===== config.mk =====
export PLATFORM = sky130hd
export DESIGN_NAME = ext_irq_capture
export DESIGN_NICKNAME = d
export VERILOG_FILES = /design/src/rtl/ext_irq_pkg.sv /design/src/rtl/irq_sync.sv /design/src/rtl/irq_edge_cell.sv /design/src/rtl/irq_prio.sv /design/src/rtl/ext_irq_capture.sv
export SDC_FILE = /design/constraint.sdc
export NUM_CORES = 1
export LEC_CHECK = 0
export ABC_AREA = 0
export BUFFER_PORTS_ARGS = -buffer_cell sky130_fd_sc_hd__buf_4
export CAP_MARGIN = 10
export CORE_ASPECT_RATIO = 1.25
export CORE_MARGIN = 1
export CORE_UTILIZATION = 39
export CTS_BUF_LIST = sky130_fd_sc_hd__clkbuf_8
export DETAILED_ROUTE_END_ITERATION = 10
export GPL_ROUTABILITY_DRIVEN = 0
export SLEW_MARGIN = 20
export SYNTH_ARGS = -nofsm -noshare
export SYNTH_HDL_FRONTEND = slang
export SYNTH_SLANG_ARGS = --single-unit

===== constraint.sdc =====
create_clock -name clk -period 1.6 [get_ports clk]
set_input_delay 0.32 -clock clk [delete_from_list [all_inputs] [get_ports clk]]
set_output_delay 0.32 -clock clk [all_outputs]
set_load 0.01 [all_outputs]

===== src/rtl/ext_irq_pkg.sv =====
package ext_irq_pkg;
  localparam int NUM_LINES = 7;
  localparam int IDX_W     = $clog2(NUM_LINES);
  localparam int NUM_PROG  = 2;

  typedef enum logic [1:0] {
    EDGE_RISE = 2'd0,
    EDGE_FALL = 2'd1,
    EDGE_PROG = 2'd2
  } edge_mode_e;

  function automatic edge_mode_e line_mode(input int line);
    case (line)
      2, 3:    return EDGE_PROG;
      5, 6:    return EDGE_FALL;
      default: return EDGE_RISE;
    endcase
  endfunction

  function automatic int prog_slot(input int line);
    return (line == 3) ? 1 : 0;
  endfunction
endpackage


===== src/rtl/irq_sync.sv =====
module irq_sync #(
  parameter int WIDTH = 7
) (
  input  logic             clk,
  input  logic             rst_n,
  input  logic [WIDTH-1:0] async_in,
  output logic [WIDTH-1:0] sync_out
);
  logic [WIDTH-1:0] stage1;
  logic [WIDTH-1:0] stage2;

  always_ff @(posedge clk or negedge rst_n) begin
    if (!rst_n) begin
      stage1 <= '0;
      stage2 <= '0;
    end else begin
      stage1 <= async_in;
      stage2 <= stage1;
    end
  end

  assign sync_out = stage2;

  // second stage follows the first by exactly one cycle
  a_r5_sync_shift: assert property (@(posedge clk) disable iff (!rst_n)
    $past(rst_n) |-> stage2 == $past(stage1));
endmodule


===== src/rtl/irq_edge_cell.sv =====
module irq_edge_cell
  import ext_irq_pkg::*;
#(
  parameter edge_mode_e MODE = EDGE_RISE
) (
  input  logic clk,
  input  logic rst_n,
  input  logic sync_in,
  input  logic pol_rise,
  input  logic clr,
  output logic hit,
  output logic flag
);
  logic prev_q;
  logic rise_seen;
  logic fall_seen;

  assign rise_seen = sync_in & ~prev_q;
  assign fall_seen = ~sync_in & prev_q;

  generate
    if (MODE == EDGE_PROG) begin : g_prog
      assign hit = pol_rise ? rise_seen : fall_seen;
    end else if (MODE == EDGE_FALL) begin : g_inv
      logic inv_cur, inv_prev;
      assign inv_cur  = ~sync_in;
      assign inv_prev = ~prev_q;
      assign hit      = inv_cur & ~inv_prev;
    end else begin : g_rise
      assign hit = rise_seen;
    end
  endgenerate

  always_ff @(posedge clk or negedge rst_n) begin
    if (!rst_n) begin
      prev_q <= 1'b0;
      flag   <= 1'b0;
    end else begin
      prev_q <= sync_in;
      flag   <= hit | (flag & ~clr);
    end
  end

  // a detected edge always leaves the flag set, even under a clear
  a_r9_set_wins: assert property (@(posedge clk) disable iff (!rst_n)
    hit |=> flag);
  // a clear without a coincident edge drops the flag
  a_r8_clear_drops: assert property (@(posedge clk) disable iff (!rst_n)
    (clr && !hit) |=> !flag);
endmodule


===== src/rtl/irq_prio.sv =====
module irq_prio #(
  parameter int N     = 7,
  parameter int IDX_W = $clog2(N)
) (
  input  logic             clk,
  input  logic             rst_n,
  input  logic [N-1:0]     pend,
  output logic             valid,
  output logic [IDX_W-1:0] idx
);
  always_comb begin
    valid = 1'b0;
    idx   = '0;
    for (int i = N - 1; i >= 0; i--) begin
      if (pend[i]) begin
        valid = 1'b1;
        idx   = IDX_W'(i);
      end
    end
  end

  // nothing below the reported index is pending
  a_r7_lowest_wins: assert property (@(posedge clk) disable iff (!rst_n)
    valid |-> ((pend & ((N'(1) << idx) - N'(1))) == '0) && pend[idx]);
endmodule


===== src/rtl/ext_irq_capture.sv =====
module ext_irq_capture
  import ext_irq_pkg::*;
(
  input  logic                 clk,
  input  logic                 rst_n,
  input  logic [NUM_LINES-1:0] irq_in,
  input  logic                 en_we,
  input  logic [NUM_LINES-1:0] en_wdata,
  input  logic                 pol_we,
  input  logic [NUM_PROG-1:0]  pol_wdata,
  output logic                 req_valid,
  input  logic                 req_ready,
  output logic [IDX_W-1:0]     req_idx,
  output logic [NUM_LINES-1:0] en_q,
  output logic [NUM_PROG-1:0]  pol_q,
  output logic [NUM_LINES-1:0] flag_q
);
  logic [NUM_LINES-1:0] sync_lines;
  logic [NUM_LINES-1:0] hit;
  logic [NUM_LINES-1:0] clr;
  logic                 accept;

  always_ff @(posedge clk or negedge rst_n) begin
    if (!rst_n) begin
      en_q  <= '0;
      pol_q <= '0;
    end else begin
      if (en_we)  en_q  <= en_wdata;
      if (pol_we) pol_q <= pol_wdata;
    end
  end

  irq_sync #(.WIDTH(NUM_LINES)) u_sync (
    .clk      (clk),
    .rst_n    (rst_n),
    .async_in (irq_in),
    .sync_out (sync_lines)
  );

  assign accept = req_valid & req_ready;

  generate
    for (genvar g = 0; g < NUM_LINES; g++) begin : g_line
      localparam edge_mode_e LM = line_mode(g);
      logic pol_sel;
      if (LM == EDGE_PROG) begin : g_pol
        assign pol_sel = pol_q[prog_slot(g)];
      end else begin : g_nopol
        assign pol_sel = 1'b0;
      end
      assign clr[g] = accept && (req_idx == IDX_W'(g));
      irq_edge_cell #(.MODE(LM)) u_cell (
        .clk      (clk),
        .rst_n    (rst_n),
        .sync_in  (sync_lines[g]),
        .pol_rise (pol_sel),
        .clr      (clr[g]),
        .hit      (hit[g]),
        .flag     (flag_q[g])
      );
    end
  endgenerate

  irq_prio #(.N(NUM_LINES), .IDX_W(IDX_W)) u_prio (
    .clk   (clk),
    .rst_n (rst_n),
    .pend  (flag_q & en_q),
    .valid (req_valid),
    .idx   (req_idx)
  );

  // without a transfer no flag ever falls
  a_r10_no_silent_clear: assert property (@(posedge clk) disable iff (!rst_n)
    !accept |=> ((flag_q & $past(flag_q)) == $past(flag_q)));
  // a request implies an enabled pending line
  a_r6_valid_enabled: assert property (@(posedge clk) disable iff (!rst_n)
    req_valid |-> (en_q[req_idx] && flag_q[req_idx]));
endmodule


==> metrics.txt <==
CP peak stage delay=420 ps; Total Wirelength=2780 µm; Rows=23; top cells by count, synth=dfrtp_1 (37), nand2_1 (10), buf_4 (9), mux2_2 (9); WP buf/inv=1; Yosys reg bits=37; max-cap violations=0; via density per instance=4.96; routed via count=987; Power per Cell Area=1180 nW/µm²; share of the synthesized area in the top cell type=66.7%; share of cells above drive strength 1=~57%; Critical Path RT=1280 ps; status=finished, violations left; syn_area_per_cell=roughly 13 µm²; fillers=276; Core Area=3310 µm²; DR pass1 iterations=4; Post-synth EDFFs=0; die area=3800 µm²; failing checks=setup timing; H-tree depth=2; Synth Warn #=0; cell taking the most area after synthesis=dfrtp_1; Peak VDD IR=approximately 0.75 mV; crit path max fanout=4; Hold Vio Cnt, Final=0; setup slack at placement=151 ps; P_leak=just over 0.9 nW; clock latency on the worst-skew pair=280 ps; Worst setup SP type=register; synthesis-to-layout area growth=42.1%; Initial Utilization=41.9%; Max Slew Vio Count=0; Syn Std Cell Area=roughly 1400 µm²; WHS Endpoint=u_sync.stage1[3]$_DFF_PN0_; cell count after synthesis=104; Syn Nets=about 130; post-route setup slack=-114 ps; Total Routing Usage GR=15.1%; Die Ht=68.7 µm; Core Util, Final=between 50% and 60%; sequential cell area=932 µm²; ANT nets after route=0; initial DRC count=23; CP arrival=around 1400 ps; Hold Path Class=primary input to register; fmax=approximately 0.6 GHz; routed wire length per instance=13.9 µm; Die Span X=55.4 µm; vias in the first global route=998; Post-synth ARST share=100%; R2R Path End=g_line[6].u_cell.flag$_DFF_PN0_; fin crit share=107%; Remaining DRCs=0; Top Ports=41; largest net degree at the start of global routing=38; critical path's top delay family=flip-flops; reg-to-reg startpoint=en_q[3]$_DFFE_PN0P_; # diodes=0; area of the multi-input gates=420 µm²; TritonCTS Buffers=5; Root Buffer=clkbuf_8; Layout Skew=about 3.0 ps; CTS Buffer Depth=2; endpoints failing setup=4; initial antenna violation count=0; CTS tree=done; Port Buffers=40; grt ovf=0; slew margin rel.=70.5%; first-pass GRT wire length=approximately 4300 µm; worst hold start=irq_in[3]; actual slew at the worst max-slew pin=443 ps; most instantiated library cell after synthesis=dfrtp_1; R2R setup slack=10 ps; Post-DP HPWL=~1700 µm; RSZ-0062 raised after global routing=yes; Tmin final=1710 ps; nets=183; reg2reg path depth=7; CP Cell Sequence=a22o_1 > a21oi_2 > nand3_1 > buf_4; main area contributors after synthesis=dfrtp_1 (67%), mux2_2 (7.3%), buf_4 (4.9%), nand2_1 (2.7%), a22o_1 (2.5%); Clk pin slew, worst setup/hold paths=roughly 60 ps; clk sinks=37; sequential area share after synthesis=66.7%; synth unique cells=24; worst setup path class=register to output pin; Slowest cell on crit path=dfrtp_1; Worst setup EP type=output pin; Primary FF master, synth=dfrtp_1; hold path cells=1
-- what timing repair did --
| item | CTS | global route |
|---|---|---|
| endpoints found under the setup margin | 4 | 6 |
| hold endpoints to repair | 4 | 0 |
| gates resized for setup | 10 | 8 |
| hold buffers | 1 | 0 |
| cloned | 0 | 0 |
| buffers inserted | 12 | 9 |
| pin swaps | 6 | 9 |
-- cell type report --
cell class                 count  area share [%]
clock inverter                 1           0.190
clock buffer                   6            4.19
multi-input combinational     52            21.3
timing repair buffer          61            23.7
sequential                    37            47.3
inverter                       5           0.952
tap                           37            2.35
-- report_power, final --
group	internal [mW]	switching, mW
clock	0.334	0.282
sequential	1.02	0.0851
combinational	0.353	0.252
-- routing by layer --
layer / wire [µm] / global-route usage, % / vias up / part of all wire, %
li1: - / - / 467 / -
met4: 49 / 10.6 / 0 / 1.8
met5: 0 / 0 / - / 0
met2: 1490 / 26.4 / 36 / 54
met3: 143 / 4.48 / 6 / 5.2
met1: 1090 / 15.9 / 478 / 39
-- placed cells by master, fill, tap and decap left out, types with 2 or more instances in the layout --
master    Yosys  routed
a22o_1        4       3
nor2_1        5       4
nand4_1       2       2
o21ai_1       1       2
mux2_2        9       9
o21ai_0       4       3
a22oi_2       2       3
dfrtp_1      37      32
nand2_1      10      10
clkbuf_8      0       6
inv_1         5       6
buf_4         9      58
nand3_1       4       4
buf_6         0       2
dfrtp_2       0       5
-- registers in the layout, summed over array words and instances, names as in the netlist --
| name | cells |
|---|---|
| g_line.u_cell.prev_q | 7 |
| u_sync.stage1 | 7 |
| u_sync.sync_out | 7 |
| pol_q | 2 |
| g_line.u_cell.flag | 7 |
| en_q | 7 |
-- stage by stage --
stage / setup TNS (ps) / cell area (µm²) / std cells / power, mW / hold slack, ps
4_1_cts: -232 / 1890 / 191 / 2.26 / 134
6_report: -322 / 1970 / 199 / 2.33 / 145
3_5_place_dp: 0 / 1660 / 171 / 1.52 / 301
5_1_grt: -630 / 1970 / 199 / 2.44 / 128
3_3_place_gp: 0 / 1660 / 171 / 1.51 / 293
2_1_floorplan: 0 / 1390 / 104 / 1.35 / 24.4
-- worst max-delay path by stage --
stage	startpoint	endpoint	slack (ps)	cells past startpoint
after floorplan	en_q[4]$_DFFE_PN0P_	req_idx[1]	230	3
after global placement	g_line[1].u_cell.flag$_DFF_PN0_	req_idx[0]	170	4
after detailed placement	g_line[4].u_cell.flag$_DFF_PN0_	req_idx[1]	150	4
after CTS	en_q[4]$_DFFE_PN0P_	req_valid	-80	4
after global routing	en_q[4]$_DFFE_PN0P_	req_valid	-170	4
final	en_q[4]$_DFFE_PN0P_	req_valid	-110	4
-- cells by family (layout without fill, tap and decap cells) --
group | after synthesis | after routing | synth area share [%]
AND/OR/NAND/NOR | 23 | 23 | 7.48
buffers and inverters | 15 | 73 | 6.49
multiplexers | 9 | 9 | 7.30
AO/OA/AOI/OAI | 20 | 20 | 12.0
flip-flops | 37 | 37 | 66.7
-- worst register-to-register path, cell delays in order (launching register included) --
cell	delay, ps
dfrtp_2	430
a22oi_2	300
nand2_1	130
buf_4	150
buf_4	120
buf_4	120
o21ai_0	150
o21ai_1	80
Note: power is estimated with default switching activity, not from simulation.
